$ cat config.mk
export PLATFORM = sky130hd
export DESIGN_NAME = jtag_regbridge
export DESIGN_NICKNAME = d
export VERILOG_FILES = /design/src/rtl/jrb_pkg.sv /design/src/rtl/jrb_scan_port.sv /design/src/rtl/jrb_regfile.sv /design/src/rtl/jrb_result_fifo.sv /design/src/rtl/jtag_regbridge.sv
export SDC_FILE = /design/constraint.sdc
export NUM_CORES = 1
export LEC_CHECK = 0
export BUFFER_PORTS_ARGS = -buffer_cell sky130_fd_sc_hd__buf_2
export CAP_MARGIN = 20
export CORE_MARGIN = 10
export CORE_UTILIZATION = 35
export CTS_BUF_LIST = sky130_fd_sc_hd__clkbuf_2
export DETAILED_ROUTE_END_ITERATION = 12
export PLACE_DENSITY_LB_ADDON = 0.12
export SLEW_MARGIN = 10
export SYNTH_ARGS = -nofsm -noshare
export SYNTH_HDL_FRONTEND = slang
export SYNTH_SLANG_ARGS = --single-unit
export TNS_END_PERCENT = 5
$ cat constraint.sdc
create_clock -name clk -period 5.3 [get_ports clk]
set_input_delay 0.265 -clock clk [delete_from_list [all_inputs] [get_ports clk]]
set_output_delay 0.265 -clock clk [all_outputs]
set_load 0.005 [all_outputs]
$ cat src/rtl/jrb_pkg.sv
// Package: shared address map constants for the register bridge.
// Assumes a 4-bit address field; the fixed addresses below fit in it.
package jrb_pkg;
    localparam int ADR_CLK    = 13;  // clock setting register
    localparam int ADR_RESULT = 14;  // result queue read port
endpackage

$ cat src/rtl/jrb_scan_port.sv
// Scan port: a shift register behind the capture/shift/update strobes.
// It counts the shifted bits, checks the length, flag and odd parity at
// update, and issues a write or latches a read selection.
// Assumes the strobes are one-cycle pulses that never coincide.
module jrb_scan_port #(
    parameter int WORD_W = 32,
    parameter int ADDR_W = 4
) (
    input  logic              clk,
    input  logic              rst_n,
    input  logic              dr_capture,
    input  logic              dr_shift,
    input  logic              dr_update,
    input  logic              tdi,
    input  logic [WORD_W-1:0] cap_word,
    output logic              tdo,
    output logic              wr_en,
    output logic [ADDR_W-1:0] wr_addr,
    output logic [WORD_W-1:0] wr_data,
    output logic              rd_pending,
    output logic [ADDR_W-1:0] rd_addr
);
    localparam int WR_LEN = WORD_W + ADDR_W + 2;
    localparam int RD_LEN = ADDR_W + 2;
    localparam int CNT_W  = $clog2(WR_LEN + 1) + 1;

    logic [WR_LEN-1:0] sr_q;
    logic [CNT_W-1:0]  cnt_q;
    logic [RD_LEN-1:0] short_frame;
    logic              wr_ok, rd_ok;

    // Load captured data, or shift in from the top (bit 0 ends lowest).
    always_ff @(posedge clk) begin
        if (!rst_n) begin
            sr_q  <= '0;
            cnt_q <= '0;
        end else if (dr_capture) begin
            sr_q  <= {{(WR_LEN-WORD_W){1'b0}}, cap_word};
            cnt_q <= '0;
        end else if (dr_shift) begin
            sr_q <= {tdi, sr_q[WR_LEN-1:1]};
            if (cnt_q != '1)
                cnt_q <= cnt_q + 1'b1;
        end
    end

    // Decode the frame according to its length, flag and parity.
    always_comb begin
        short_frame = sr_q[WR_LEN-1 -: RD_LEN];
        wr_ok = (cnt_q == CNT_W'(WR_LEN)) && sr_q[WR_LEN-2] && (^sr_q);
        rd_ok = (cnt_q == CNT_W'(RD_LEN)) && !short_frame[ADDR_W]
                && (^short_frame);
    end

    assign tdo     = sr_q[0];
    assign wr_en   = dr_update && wr_ok;
    assign wr_addr = sr_q[WORD_W +: ADDR_W];
    assign wr_data = sr_q[WORD_W-1:0];

    // Hold a read selection until the next capture consumes it.
    always_ff @(posedge clk) begin
        if (!rst_n) begin
            rd_pending <= 1'b0;
            rd_addr    <= '0;
        end else if (dr_update && rd_ok) begin
            rd_pending <= 1'b1;
            rd_addr    <= short_frame[ADDR_W-1:0];
        end else if (dr_capture) begin
            rd_pending <= 1'b0;
        end
    end

    assert_read_consumed_R2: assert property (@(posedge clk) disable iff (!rst_n)
        (dr_capture && !dr_update) |=> !rd_pending);
    assert_select_needs_update_R3: assert property (@(posedge clk) disable iff (!rst_n)
        $rose(rd_pending) |-> $past(dr_update));
endmodule

$ cat src/rtl/jrb_regfile.sv
// Register file: state and message words, plus the clock setting.
// Writes to unmapped addresses are dropped; reads of them give zero.
// Assumes N_STATE + N_MSG + 1 is below the clock-setting address.
module jrb_regfile #(
    parameter int WORD_W    = 32,
    parameter int ADDR_W    = 4,
    parameter int N_STATE   = 8,
    parameter int N_MSG     = 3,
    parameter int CLK_RESET = 200
) (
    input  logic                      clk,
    input  logic                      rst_n,
    input  logic                      wr_en,
    input  logic [ADDR_W-1:0]         wr_addr,
    input  logic [WORD_W-1:0]         wr_data,
    input  logic [ADDR_W-1:0]         rd_addr,
    output logic [WORD_W-1:0]         rd_word,
    output logic [N_STATE*WORD_W-1:0] state_words,
    output logic [N_MSG*WORD_W-1:0]   msg_words,
    output logic [WORD_W-1:0]         clk_setting
);
    import jrb_pkg::*;
    localparam int N_WORDS = N_STATE + N_MSG;

    logic [WORD_W-1:0] word_q [N_WORDS];
    logic [WORD_W-1:0] clk_q;

    for (genvar gi = 0; gi < N_WORDS; gi++) begin : g_word
        // Store one word when its address (gi+1) is written.
        always_ff @(posedge clk) begin
            if (!rst_n)
                word_q[gi] <= '0;
            else if (wr_en && wr_addr == ADDR_W'(gi + 1))
                word_q[gi] <= wr_data;
        end
        if (gi < N_STATE) begin : g_state
            assign state_words[gi*WORD_W +: WORD_W] = word_q[gi];
        end else begin : g_msg
            assign msg_words[(gi-N_STATE)*WORD_W +: WORD_W] = word_q[gi];
        end
    end

    // Clock setting; bit 0 is forced low to keep the value even.
    always_ff @(posedge clk) begin
        if (!rst_n)
            clk_q <= WORD_W'(CLK_RESET);
        else if (wr_en && wr_addr == ADDR_W'(ADR_CLK))
            clk_q <= {wr_data[WORD_W-1:1], 1'b0};
    end

    assign clk_setting = clk_q;

    // Read multiplexer; unmapped addresses give zero.
    always_comb begin
        rd_word = '0;
        for (int i = 0; i < N_WORDS; i++)
            if (rd_addr == ADDR_W'(i + 1))
                rd_word = word_q[i];
        if (rd_addr == ADDR_W'(ADR_CLK))
            rd_word = clk_q;
    end

    assert_clk_even_R6: assert property (@(posedge clk) disable iff (!rst_n)
        clk_setting[0] == 1'b0);
    assert_first_word_lands_R1: assert property (@(posedge clk) disable iff (!rst_n)
        (wr_en && wr_addr == ADDR_W'(1)) |=> state_words[WORD_W-1:0] == $past(wr_data));
    assert_zero_addr_dropped_R8: assert property (@(posedge clk) disable iff (!rst_n)
        (wr_en && wr_addr == '0) |=> ($stable(state_words) && $stable(msg_words)
                                      && $stable(clk_setting)));
endmodule

$ cat src/rtl/jrb_result_fifo.sv
// Result queue: first in, first out. A push while the queue is full is
// dropped and sets a sticky overflow flag. Assumes pop only when not empty.
module jrb_result_fifo #(
    parameter int WORD_W = 32,
    parameter int DEPTH  = 8
) (
    input  logic              clk,
    input  logic              rst_n,
    input  logic              push,
    input  logic [WORD_W-1:0] push_word,
    input  logic              pop,
    output logic [WORD_W-1:0] head,
    output logic              empty,
    output logic              overflow
);
    localparam int PTR_W = $clog2(DEPTH);
    localparam int CNT_W = $clog2(DEPTH + 1);

    logic [WORD_W-1:0] mem [DEPTH];
    logic [PTR_W-1:0]  wr_ptr, rd_ptr;
    logic [CNT_W-1:0]  count;
    logic              full, push_ok, pop_ok;

    assign full    = (count == CNT_W'(DEPTH));
    assign empty   = (count == '0);
    assign push_ok = push && !full;
    assign pop_ok  = pop && !empty;
    assign head    = mem[rd_ptr];

    // Store an accepted entry.
    always_ff @(posedge clk) begin
        if (push_ok)
            mem[wr_ptr] <= push_word;
    end

    // Advance the pointers and the count; set overflow on a dropped push.
    always_ff @(posedge clk) begin
        if (!rst_n) begin
            wr_ptr   <= '0;
            rd_ptr   <= '0;
            count    <= '0;
            overflow <= 1'b0;
        end else begin
            if (push_ok)
                wr_ptr <= (wr_ptr == PTR_W'(DEPTH-1)) ? '0 : wr_ptr + 1'b1;
            if (pop_ok)
                rd_ptr <= (rd_ptr == PTR_W'(DEPTH-1)) ? '0 : rd_ptr + 1'b1;
            case ({push_ok, pop_ok})
                2'b10:   count <= count + 1'b1;
                2'b01:   count <= count - 1'b1;
                default: count <= count;
            endcase
            if (push && full)
                overflow <= 1'b1;
        end
    end

    assert_no_overflow_R9: assert property (@(posedge clk) disable iff (!rst_n)
        count <= CNT_W'(DEPTH));
    assert_overflow_sticky_R9: assert property (@(posedge clk) disable iff (!rst_n)
        overflow |=> overflow);
    assert_pop_nonempty_R7: assert property (@(posedge clk) disable iff (!rst_n)
        pop |-> !empty);
endmodule

$ cat src/rtl/jtag_regbridge.sv
// Top of the bridge: joins the scan port, register file and result queue.
// At capture it selects the word for a pending read and pops the queue
// when the result address is read and an entry is present.
// Assumes single-cycle, non-overlapping capture/shift/update strobes.
module jtag_regbridge #(
    parameter int WORD_W     = 32,
    parameter int ADDR_W     = 4,
    parameter int N_STATE    = 8,
    parameter int N_MSG      = 3,
    parameter int FIFO_DEPTH = 8,
    parameter int CLK_RESET  = 200
) (
    input  logic                      clk,
    input  logic                      rst_n,
    input  logic                      dr_capture,
    input  logic                      dr_shift,
    input  logic                      dr_update,
    input  logic                      tdi,
    output logic                      tdo,
    input  logic                      res_valid,
    input  logic [WORD_W-1:0]         res_word,
    output logic [N_STATE*WORD_W-1:0] state_words,
    output logic [N_MSG*WORD_W-1:0]   msg_words,
    output logic [WORD_W-1:0]         clk_setting,
    output logic                      res_pop,
    output logic                      res_overflow
);
    import jrb_pkg::*;

    logic              wr_en, rd_pending, q_empty;
    logic [ADDR_W-1:0] wr_addr, rd_addr;
    logic [WORD_W-1:0] wr_data, rd_word, q_head, cap_word;
    logic              sel_result;

    jrb_scan_port #(.WORD_W(WORD_W), .ADDR_W(ADDR_W)) scan_i (
        .clk(clk), .rst_n(rst_n),
        .dr_capture(dr_capture), .dr_shift(dr_shift), .dr_update(dr_update),
        .tdi(tdi), .cap_word(cap_word), .tdo(tdo),
        .wr_en(wr_en), .wr_addr(wr_addr), .wr_data(wr_data),
        .rd_pending(rd_pending), .rd_addr(rd_addr)
    );

    jrb_regfile #(.WORD_W(WORD_W), .ADDR_W(ADDR_W), .N_STATE(N_STATE),
                  .N_MSG(N_MSG), .CLK_RESET(CLK_RESET)) regs_i (
        .clk(clk), .rst_n(rst_n),
        .wr_en(wr_en), .wr_addr(wr_addr), .wr_data(wr_data),
        .rd_addr(rd_addr), .rd_word(rd_word),
        .state_words(state_words), .msg_words(msg_words),
        .clk_setting(clk_setting)
    );

    jrb_result_fifo #(.WORD_W(WORD_W), .DEPTH(FIFO_DEPTH)) fifo_i (
        .clk(clk), .rst_n(rst_n),
        .push(res_valid), .push_word(res_word),
        .pop(res_pop), .head(q_head), .empty(q_empty),
        .overflow(res_overflow)
    );

    // Choose the word loaded at capture and decide whether to pop.
    always_comb begin
        sel_result = (rd_addr == ADDR_W'(ADR_RESULT));
        if (!rd_pending)
            cap_word = '0;
        else if (sel_result)
            cap_word = q_empty ? '1 : q_head;
        else
            cap_word = rd_word;
        res_pop = dr_capture && rd_pending && sel_result && !q_empty;
    end

    assert_pop_oneshot_R7: assert property (@(posedge clk) disable iff (!rst_n)
        res_pop |=> !res_pop);
endmodule

* Word-level counts from Yosys, hierarchy flattened
Memories as Yosys holds them, arrays and structs flattened. A register that Yosys moved wholly into a read port is not among the register bits. Index checks and enable logic that the tools add are counted.
Cells by class: eq/ne operators 33, reduce and logical (&&, ||, !) cells 35, bitwise gates (word level) 12, $add $sub $neg 5, multiplexer cells 71
Operators with widths (count):
- $mux W32 | 28
- $eq A4 B4 Y1 const B | 12
- $mux W1 | 38
- $reduce_xor A38 Y1 | 1
- $eq A4 B3 Y1 const B | 8
- $logic_and A1 B1 Y1 | 24
- $eq A4 B2 Y1 const B | 4
- $mux W3 | 4
- $or A1 B1 Y1 | 11
- $eq A4 B1 Y1 const B | 2
- $pmux W4 S2 | 1
- $add A7 B1 Y7 const B | 1
- $eq A7 B3 Y1 const B | 1
- $eq A7 B6 Y1 const B | 1
- $ne A7 B7 Y1 const B | 1
- $add A3 B1 Y3 const B | 2
- $eq A3 B3 Y1 const B | 2
- $reduce_bool A2 Y1 | 3
- $reduce_xor A6 Y1 | 1
- $add A4 B1 Y4 const B | 1
- $logic_not A4 Y1 | 1
- $sub A4 B1 Y4 const B | 1
- $logic_not A1 Y1 | 3
- $eq A2 B1 Y1 const B | 1
- 4 further kinds | 4
Storage, ports and cells: memory bits (writable) 608, register bits after elaboration 92, memories 2, logic and storage cells 168
Memories:
- regs_i.word_q | words 11, bits a word 32, rd ports 11, clocked after Yosys merged registers in 0, wr ports 11, RTL line jrb_regfile.sv:25 | logic [WORD_W-1:0] word_q [N_WORDS];
- fifo_i.mem | words 8, bits a word 32, rd ports 1, clocked after Yosys merged registers in 1, wr ports 1, RTL line jrb_result_fifo.sv:19 | logic [WORD_W-1:0] mem [DEPTH];

* Longest topological paths before layout
Gate-level depths: netlist of run 1.
word-level depth 16, gate-level depth with buffers 12, mapped depth without buffers 10

* Modules after synthesis
Synthesis of run 1 repeated with hierarchy kept, for this count alone.
Unflattened totals: cell total of the unflattened synthesis 2422, area, all modules 32263.4 um^2
Modules (own cells, without submodules):
- jrb_regfile | cells an instance 1532, instances 1, area each 18141.1 um^2
- jrb_result_fifo | cells an instance 454, instances 1, area each 10525.1 um^2
- jrb_scan_port | cells an instance 323, instances 1, area each 2856.5 um^2
- jtag_regbridge | cells an instance 113, instances 1, area each 740.7 um^2

* Worst setup path before layout of run 1
Ideal clock, no wire load.
path kind flip-flop to flip-flop, from register scan_i.cnt_q[0], to memory regs_i.word_q[0][0], enable pin, setup time 466 ps, required time 4834 ps, stages on the path, launching flop included 11, arrival 4278 ps, path slack 556 ps, path through dfxtp_1 inv_1 ha_1 nand4bb_1 nor3b_1 and3_1 clkbuf_1 buf_1 clkbuf_1 nand3_1 o21ai_0
RTL lines:
- start: declaration | RTL line jrb_scan_port.sv:28 | logic [CNT_W-1:0] cnt_q;
- start signal: assignment | RTL line jrb_scan_port.sv:43 | cnt_q <= cnt_q + 1'b1;
- end: declaration | RTL line jrb_regfile.sv:25

==> impl_metrics.py, run 1 <==
metrics = {
    "run_status": {
        "status": "complete, no violations",
    },
    "drt": {
        "drt_iter0_drc": 2227,
        "vias_per_cell": 5.56,
        "routed_wl_um": 113000,
        "drc_errors": 0,
        "ant_nets": 0,
        "wire_per_inst_um": 27.5,
        "vias": 22837,
        "drt_pass1_iterations": 5,
    },
    "critical_path": {
        "max_stage_delay_ns": 0.57,
        "critPathLaunch": "scan_i.sr_q[32]",
        "crit_path_end_kind": "flip-flop",
        "cp_top_family": "XOR/XNOR gates",
        "path_buf_inv": 2,
        "crit_path_cell_trace": "inv_1, ha_1, xor2_1, xnor2_1, xnor2_1, xnor2_2, xnor2_4, nand3_1, o21ai_4, buf_4",
        "worstSetupPathType": "flip-flop to flip-flop",
        "cp.arrival_ns": 5.00,
        "r2r-start": "scan_i.sr_q[32]",
        "startpoint_type": "flip-flop",
        "cp.required_ns": 6.24,
        "cpMostUsedCell": "xnor2_1",
        "ff2ff_setup_slack_ns": 1.24,
        "critical_path.max_fanout": 21,
        "cpMaxStageDelayCell": "o21ai_4",
    },
    "cells_and_area": {
        "seq_area_sq_um": 20200,
        "drive_above_1_share": 0.325,
        "multiInputGateArea_sq_um": 9590,
        "fin_nets": 2865,
        "syn2layout_area_growth_pct": 19.4,
        "nFillCells": 8286,
        "fin_cells": 4108,
    },
    "timing": {
        "clock_skew_ns": 0.122,
        "fmax_ghz": 0.246,
        "tightest_slew_ns": 1.04,
        "post-route-period-util": 0.766,
        "min_period_ns": 4.06,
        "fin_ws_ns": 1.24,
        "slew_headroom": 0.305,
        "final_hold_viol_count": 0,
        "rsz0062_at_grt": "no",
        "slew_viol_final": 0,
        "tns_ns": 0,
        "setup_violations": 0,
    },
    "place": {
        "gp_congestion": 0.913,
        "place_ws_ns": 1.16,
        "place.port_buffers": 424,
        "hpwlAfterDp_um": 78700,
        "dpl.cell_count": 3692,
    },
    "global_route": {
        "grt_pass1_wl_um": 162000,
        "overflow": 0,
        "antenna_found_initial": 5,
        "grt_pass1_vias": 23045,
        "grt_max_degree": 190,
        "grtUsageTotal": 0.219,
    },
    "synth": {
        "syn_nets": 2354,
        "synth_warnings": 0,
        "ys_types": 57,
        "synth_ff_type": "edfxtp_1",
        "synthCells": 2297,
        "avgSynthCellArea_sq_um": 13.4,
        "ys_seq_area_frac": 0.657,
        "synthArstFlopShare": 0,
        "synth_area_sq_um": 30700,
        "synth_edf_count": 608,
        "yosys_register_bits": 703,
    },
    "clock_tree": {
        "insertion_delay_ns": 1.40,
        "cts_setup_buffers": 0,
        "clk_pin_slew_worst_paths_ns": 0.11,
        "cts_tree": "yes",
        "cts_buffer_depth": 3,
        "cts_buffers": 186,
        "root_buffer": "clkbuf_2",
        "cts_resized": 0,
        "htree_levels": 4,
        "clkSinkCount": 703,
    },
    "job": {
        "drv_cap": 0,
    },
    "power_and_ir_drop": {
        "power_density_nw_per_um2": 293,
        "peakVddDrop_mv": 0.158,
        "leakagePower_nw": 12.2,
    },
    "floorplan": {
        "die_x_um": 316,
        "initial_core_util": 0.353,
        "ios": 426,
        "die_h_um": 316,
        "design.core.area_sq_um": 86900,
        "dieArea_sq_um": 99900,
        "num_rows": 108,
    },
    "hold_path": {
        "hp-class": "input port to flip-flop",
        "holdCritStartpoint": "dr_capture",
    },
}
path summary, 6_finish.rpt:
| kind | endpoint | cells past startpoint |
|---|---|---|
| max | regs_i.word_q[2][56] | 10 |
| min | scan_i.sr_q[28] | 5 |
| max reg2reg | regs_i.word_q[2][56] | 10 |
| min reg2reg | regs_i.clk_setting[19] | 2 |
repair_timing:
action	CTS	global route
endpoints found under the hold margin	855	0
endpoints found under the setup margin	0	0
hold buffers	77	0
placed cells by master (no fill, tap or decap), drive strengths merged, types with 3 or more instances in the layout:
| cell type | n |
|---|---|
| o21a | 60 |
| or3 | 3 |
| buf | 489 |
| dfxtp | 95 |
| o21ai | 143 |
| xor2 | 11 |
| clkinv | 37 |
| nand2b | 10 |
| a21oi | 138 |
| nor3 | 362 |
| nor3b | 4 |
| nand3 | 10 |
| inv | 57 |
| a31oi | 4 |
| nand4 | 39 |
| dlygate4sd3 | 77 |
| o221ai | 31 |
| xnor2 | 30 |
| nor4 | 5 |
| nand2 | 44 |
| o2bb2ai | 30 |
| o22ai | 30 |
| clkbuf | 285 |
| o31ai | 28 |
| edfxtp | 608 |
| ha | 17 |
| a221oi | 62 |
| mux2i | 72 |
| mux4 | 64 |
| nor2 | 75 |
| nor2b | 3 |
sequential cells by signal, indices dropped and copies added (netlist names), named ones only:
signal and count:
regs_i.word_q 352, fifo_i.mem 256, scan_i.sr_q 38, regs_i.clk_setting 31, scan_i.cnt_q 7, fifo_i.count 4, scan_i.rd_addr 4, fifo_i.rd_ptr 3
fifo_i.wr_ptr 3, fifo_i.overflow 1, scan_i.rd_pending 1
power breakdown:
part / total [mW] / switching, mW / leakage [nW] / internal [mW]
combinational: 0.619 / 0.397 / 4.51 / 0.222
sequential: 6.32 / 0.146 / 6.44 / 6.18
clock: 3.80 / 2.30 / 1.30 / 1.50
Yosys cell counts, types with 38 or more instances:
master,instances,share of area
nor3_2,60,0.020
mux2i_1,72,0.023
edfxtp_1,608,0.60
nand4_1,38,0.0078
nor2_1,75,0.0092
inv_1,47,0.0058
mux4_2,64,0.047
a221oi_1,62,0.018
o21ai_0,128,0.021
dfxtp_1,95,0.062
nand2_1,44,0.0054
nor3_1,302,0.049
a21oi_1,138,0.023
o21a_1,60,0.015
clkbuf_1,203,0.025
logic make-up (layout without fill, tap and decap cells):
family          after synthesis  count (layout)  share of synthesized area
mux                         138             138                     0.0712
other cells                   1               3                   0.000122
buf+inv                     293             947                     0.0369
simple gates                564             564                      0.101
flops                       703             703                      0.657
xor+xnor                     42              42                     0.0133
fa+ha+maj                    18              18                    0.00759
compound gates              538             538                      0.113
cell type report:
class / count / share of cell area
inverter: 50 / 0.00513
antenna: 2 / 0.000137
sequential: 703 / 0.551
clock inverter: 46 / 0.00690
tap: 1155 / 0.0395
clock buffer: 285 / 0.0390
multi-input combinational: 1301 / 0.262
timing repair buffer: 566 / 0.0966
worst min-delay path: cells and delay by family:
kind | cells | cell delay, ns
buffers and inverters | 2 | 0.71
AND/OR/NAND/NOR | 1 | 0.24
AO/OA/AOI/OAI | 2 | 0.24
layer usage:
| metal | routed length, um | GRT usage |
|---|---|---|
| met3 | 11500 | 0.0747 |
| met4 | 2840 | 0.0692 |
| met5 | 13 | 0 |
| met1 | 44800 | 0.273 |
| met2 | 54000 | 0.356 |
through the flow:
stage | util | cell area [sq um] | hold slack (ns) | power [mW]
floorplan | - | 30700 | 0.364 | 6.63
global placement | 0.391 | 34000 | 0.465 | 7.00
detailed placement | 0.392 | 34000 | 0.479 | 7.02
CTS | 0.420 | 36500 | 0.0512 | 10.9
global route | 0.421 | 36600 | 0.0730 | 11.3
finish | 0.421 | 36600 | 0.192 | 10.7
(Power assumes the default switching activity.)
==> run 2, diff against run 1 <==
==> constraint.sdc (replaced) <==
create_clock -name clk -period 3.9 [get_ports clk]
set_input_delay 0.195 -clock clk [delete_from_list [all_inputs] [get_ports clk]]
set_output_delay 0.195 -clock clk [all_outputs]
set_load 0.005 [all_outputs]
==> run 2 against run 1 <==
Routed wire length down 0.40%. Setup slack lost 0.94 ns. Global-route usage barely moved. Clock power grew 37%. Maximum frequency is 13% higher. Cell area rose by 0.85%.
==> impl_metrics.py, run 2 (synthesized netlist as in run 1, its figures left out) <==
metrics = {
    "clock_tree": {
        "cts_resized": 0,
        "clkSinkCount": 703,
        "clk_pin_slew_worst_paths_ns": 0.10,
        "cts_buffer_depth": 3,
        "htree_levels": 4,
        "root_buffer": "clkbuf_2",
        "cts_tree": "yes",
        "cts_buffers": 187,
        "insertion_delay_ns": 1.45,
    },
    "timing": {
        "min_period_ns": 3.60,
        "fmax_ghz": 0.278,
        "final_hold_viol_count": 0,
        "holdWs_ns": 0.215,
        "slew_headroom": 0.296,
        "setup_violations": 0,
        "fin_ws_ns": 0.304,
        "tns_ns": 0,
        "tightest_slew_ns": 1.06,
        "clock_skew_ns": 0.122,
        "post-route-period-util": 0.922,
        "slew_viol_final": 0,
        "rsz0062_at_grt": "no",
    },
    "critical_path": {
        "path_depth": 10,
        "critical_path.max_fanout": 23,
        "crit_path_end_kind": "flip-flop",
        "cpMostUsedCell": "xnor2_1",
        "crit_path_cell_trace": "inv_1, ha_1, xor2_1, xnor2_1, xnor2_1, xnor2_2, xnor2_4, nand3_1, o21ai_4, buf_12",
        "path_buf_inv": 2,
        "cp.arrival_ns": 4.63,
        "startpoint_type": "flip-flop",
        "cp_top_family": "XOR/XNOR gates",
        "ff2ff_path_depth": 10,
        "max_stage_delay_ns": 0.51,
        "cpMaxStageDelayCell": "o21ai_4",
        "worstSetupPathType": "flip-flop to flip-flop",
        "cp.required_ns": 4.93,
    },
    "cells_and_area": {
        "syn2layout_area_growth_pct": 20.4,
        "top_regs": "regs_i.word_q (352), fifo_i.mem (256), scan_i.sr_q (38)",
        "fin_nets": 2898,
        "regMostFlops": "regs_i.word_q",
        "final_cell_mix": "edfxtp_1 (608), buf_2 (424), nor3_1 (296)",
        "layout_commonest_cell": "edfxtp_1",
        "largest_register_ffs": 352,
        "drive_above_1_share": 0.329,
    },
    "place": {
        "gp_congestion": 0.849,
        "place_ws_ns": -0.0122,
        "hpwlAfterDp_um": 78800,
        "place.port_buffers": 424,
    },
    "run_status": {
        "status": "complete, no violations",
    },
    "global_route": {
        "overflow": 0,
        "antenna_found_initial": 9,
        "grtUsageTotal": 0.219,
        "grt_max_degree": 76,
        "grt_pass1_vias": 23197,
        "grt_pass1_wl_um": 162000,
    },
    "floorplan": {
        "num_rows": 108,
        "ios": 426,
        "initial_core_util": 0.353,
        "die_x_um": 316,
        "die_h_um": 316,
        "design.core.area_sq_um": 86900,
        "dieArea_sq_um": 99900,
    },
    "drt": {
        "m1WireLength_um": 45200,
        "drt_iter0_drc": 2229,
        "vias": 22596,
        "wire_per_inst_um": 27.1,
        "vias_per_cell": 5.44,
        "drc_errors": 0,
        "drt_pass1_iterations": 7,
        "routed_wl_um": 113000,
        "route.met3.wl_um": 10700,
        "met2_length_um": 54100,
        "ant_nets": 0,
        "highest_layer": "met5",
    },
    "power_and_ir_drop": {
        "leakagePower_nw": 12.4,
        "power_density_nw_per_um2": 397,
        "peakVddDrop_mv": 0.231,
    },
    "hold_path": {
        "min_path_cells": 3,
        "hp-class": "input port to flip-flop",
    },
    "job": {
        "drv_cap": 0,
    },
}
## run 2: final cells by class
type	count	area (sq um)
Sequential cell	703	20200
Clock buffer	285	1430
Tap cell	1155	1450
Multi-Input combinational cell	1301	9590
Inverter	50	188
Clock inverter	49	268
Timing Repair Buffer	598	3820
Fill cell	8267	50000
Antenna cell	9	22.5
## run 2: final timing paths
check                  start  slack [ns]                   end
min             res_word[27]        0.22     fifo_i.mem[5][27]
min reg2reg  fifo_i.overflow        0.49       fifo_i.overflow
max reg2reg  scan_i.sr_q[32]        0.30  regs_i.word_q[2][24]
max          scan_i.sr_q[32]        0.30  regs_i.word_q[2][24]
## run 2: routing by layer
metal  vias up  GRT usage
met1     11322      0.270
met5         -          0
li1      10156          -
met4         4     0.0620
met3       183     0.0753
met2       931      0.360
## run 2: per-stage QoR
step | utilization | instance area (sq um) | power [mW] | std cells
floorplan | - | 30700 | 9.01 | 2297
global placement | 0.395 | 34300 | 9.55 | 3718
detailed placement | 0.395 | 34300 | 9.56 | 3718
CTS | 0.425 | 36900 | 14.9 | 4141
global route | 0.425 | 36900 | 15.3 | 4149
finish | 0.425 | 36900 | 14.7 | 4150
## run 2: worst reg2reg max path, stage by stage, from the launching register on
cell and delay [ns]:
dfxtp_1 0.44, inv_1 0.11, ha_1 0.31, xor2_1 0.19, xnor2_1 0.27, xnor2_1 0.17, xnor2_2 0.42, xnor2_4 0.22
nand3_1 0.39, o21ai_4 0.51, buf_12 0.24
## run 2: power by group
part	internal, mW	total [mW]	switching, mW
registers	8.40	8.60	0.200
clock network	2.03	5.20	3.17
logic	0.321	0.857	0.536
total	10.8	14.7	3.90
## run 2: what timing repair did
| item | CTS | global route |
|---|---|---|
| hold buffers | 87 | 0 |
| setup endpoints to repair | 11 | 0 |
| setup buffers | 2 | 0 |
| endpoints found under the hold margin | 1311 | 0 |
==> run 3, diff against run 2 <==
--- a/config.mk
+++ b/config.mk
@@ -12,6 +12,7 @@
 export CTS_BUF_LIST = sky130_fd_sc_hd__clkbuf_2
 export DETAILED_ROUTE_END_ITERATION = 12
 export PLACE_DENSITY_LB_ADDON = 0.12
+export SETUP_SLACK_MARGIN = 0.4
 export SLEW_MARGIN = 10
 export SYNTH_ARGS = -nofsm -noshare
 export SYNTH_HDL_FRONTEND = slang
==> run 3 against run 2 <==
Die area is the same. Clock power is essentially flat. First-iteration DRC count grew 8.5%. Count of clock-buffer cells in the layout shrank 6. Global-route usage shrank 0.052 points. Setup slack gained 0.31 ns. Cell area is essentially flat. Maximum frequency grew 9.6%. Routed wire length is essentially flat. Sequential share of layout area is essentially flat. Via count grew 0.68%.
==> impl_metrics.py, run 3 (synthesized netlist as in run 1, its figures left out) <==
metrics = {
    "timing": {
        "clock_skew_ns": 0.128,
        "post-route-period-util": 0.841,
        "final_hold_viol_count": 0,
        "rsz0062_at_grt": "yes",
        "fmax_ghz": 0.305,
        "fin_ws_ns": 0.619,
        "holdWs_ns": 0.223,
        "tns_ns": 0,
        "setup_violations": 0,
        "slew_headroom": 0.275,
        "slew_viol_final": 0,
        "min_period_ns": 3.28,
        "tightest_slew_ns": 1.09,
    },
    "drt": {
        "vias": 22750,
        "vias_per_cell": 5.50,
        "ant_nets": 0,
        "routed_wl_um": 113000,
        "drt_iter0_drc": 2418,
        "drc_errors": 0,
        "wire_per_inst_um": 27.2,
        "drt_pass1_iterations": 6,
    },
    "critical_path": {
        "cpMostUsedCell": "xnor2_1",
        "critical_path.max_fanout": 32,
        "crit_path_end": "regs_i.word_q[2][42]",
        "cp.required_ns": 4.87,
        "crit_path_cell_trace": "xor2_1, xnor2_1, xnor2_1, xnor3_2, xnor2_4, nand3_1, o21ai_4, buf_12",
        "r2r-start": "scan_i.sr_q[8]",
        "ff2ff_setup_slack_ns": 0.62,
        "critPathLaunch": "scan_i.sr_q[8]",
        "path_buf_inv": 1,
        "cp_top_family": "XOR/XNOR gates",
        "crit_path_end_kind": "flip-flop",
        "cp.arrival_ns": 4.26,
        "ff2ff_path_depth": 8,
        "startpoint_type": "flip-flop",
        "worstSetupPathType": "flip-flop to flip-flop",
        "cpMaxStageDelayCell": "xnor3_2",
        "path_depth": 8,
        "timing.rr.end": "regs_i.word_q[2][42]",
        "max_stage_delay_ns": 0.55,
    },
    "global_route": {
        "grt_pass1_wl_um": 161000,
        "grt_max_degree": 67,
        "overflow": 0,
        "grtUsageTotal": 0.218,
        "grt_pass1_vias": 22991,
        "antenna_found_initial": 10,
    },
    "floorplan": {
        "dieArea_sq_um": 99900,
        "num_rows": 108,
        "ios": 426,
        "die_h_um": 316,
        "design.core.area_sq_um": 86900,
        "die_x_um": 316,
        "initial_core_util": 0.353,
    },
    "hold_path": {
        "min_path_cells": 5,
        "hp-class": "input port to flip-flop",
    },
    "clock_tree": {
        "htree_levels": 4,
        "cts_buffers": 190,
        "cts_buffer_depth": 3,
        "insertion_delay_ns": 1.38,
        "cts_tree": "yes",
        "clkSinkCount": 703,
        "root_buffer": "clkbuf_2",
        "clk_pin_slew_worst_paths_ns": 0.11,
    },
    "cells_and_area": {
        "drive_above_1_share": 0.329,
        "fin_nets": 2895,
        "fin_cells": 4139,
        "top_regs": "regs_i.word_q (352), fifo_i.mem (256), scan_i.sr_q (38)",
        "nFillCells": 8306,
        "syn2layout_area_growth_pct": 20.4,
        "final_cell_mix": "edfxtp_1 (608), buf_2 (424), nor3_1 (295)",
        "fin_area_sq_um": 36900,
        "regMostFlops": "regs_i.word_q",
        "layout_commonest_cell": "edfxtp_1",
        "largest_register_ffs": 352,
    },
    "power_and_ir_drop": {
        "p_sw_mw": 3.88,
        "swShare": 0.265,
        "internal-power_mw": 10.8,
        "peakVddDrop_mv": 0.246,
        "combinationalPowerShare": 0.060,
        "pwr-share-seq": 0.586,
        "power_frac_clock": 0.355,
        "leakagePower_nw": 12.4,
        "power_density_nw_per_um2": 397,
    },
    "run_status": {
        "status": "complete, no violations",
    },
    "place": {
        "hpwlAfterDp_um": 79500,
        "place.port_buffers": 424,
        "gp_congestion": 0.841,
        "place_area_sq_um": 34400,
        "dpl.cell_count": 3719,
        "place_ws_ns": 0.542,
    },
    "job": {
        "drv_cap": 0,
    },
}
-- run 3: final cells by class --
class | count | area, sq um | area share
sequential | 703 | 20200 | 0.546
multi-input combinational | 1301 | 9600 | 0.260
timing repair buffer | 592 | 3800 | 0.103
tap | 1155 | 1450 | 0.0391
clock buffer | 279 | 1400 | 0.0378
clock inverter | 52 | 299 | 0.00810
inverter | 50 | 188 | 0.00508
antenna | 7 | 17.5 | 0.000474
-- run 3: how the worst min path moves through the flow --
stage	start	end	slack, ns
final	dr_shift	scan_i.sr_q[34]	0.22
after global routing	dr_shift	scan_i.sr_q[24]	0.1
after CTS	dr_shift	scan_i.sr_q[34]	0.007
after detailed placement	fifo_i.overflow	fifo_i.overflow	0.47
after global placement	res_word[15]	fifo_i.mem[5][15]	0.46
after floorplan	res_word[0]	fifo_i.mem[0][0]	0.29
-- run 3: power groups by stage --
stage,combinational (mW),clock (mW),sequential [mW]
floorplan,0.303,0,8.70
global placement,0.813,0,8.75
detailed placement,0.824,0,8.76
CTS,0.892,5.40,8.59
global route,0.948,5.79,8.61
finish,0.877,5.20,8.59
-- run 3: stage by stage --
stage / utilization / power, mW
detailed placement: 0.396 / 9.58
CTS: 0.425 / 14.9
floorplan: - / 9.00
global route: 0.425 / 15.3
finish: 0.425 / 14.7
global placement: 0.396 / 9.57
-- run 3: repair_timing --
item	CTS	global route
setup endpoints to repair	1	63
buffers inserted	0	1
resized for setup	2	0
hold buffers	81	0
pin swaps	0	1
hold endpoints to repair	1258	0
-- run 3: worst min-delay path, delay by kind of cell --
kind | cells | cell delay [ns]
muxes | 1 | 0.20
buffers and inverters | 3 | 1.03
and+or+nand+nor | 1 | 0.07
-- run 3: metal layers --
metal | GRT usage | vias up | part of all wire
met1 | 0.272 | 11355 | 0.40
li1 | - | 10145 | -
met3 | 0.0771 | 177 | 0.10
met2 | 0.348 | 1067 | 0.47
met5 | 0 | - | 0.00033
met4 | 0.0775 | 6 | 0.027
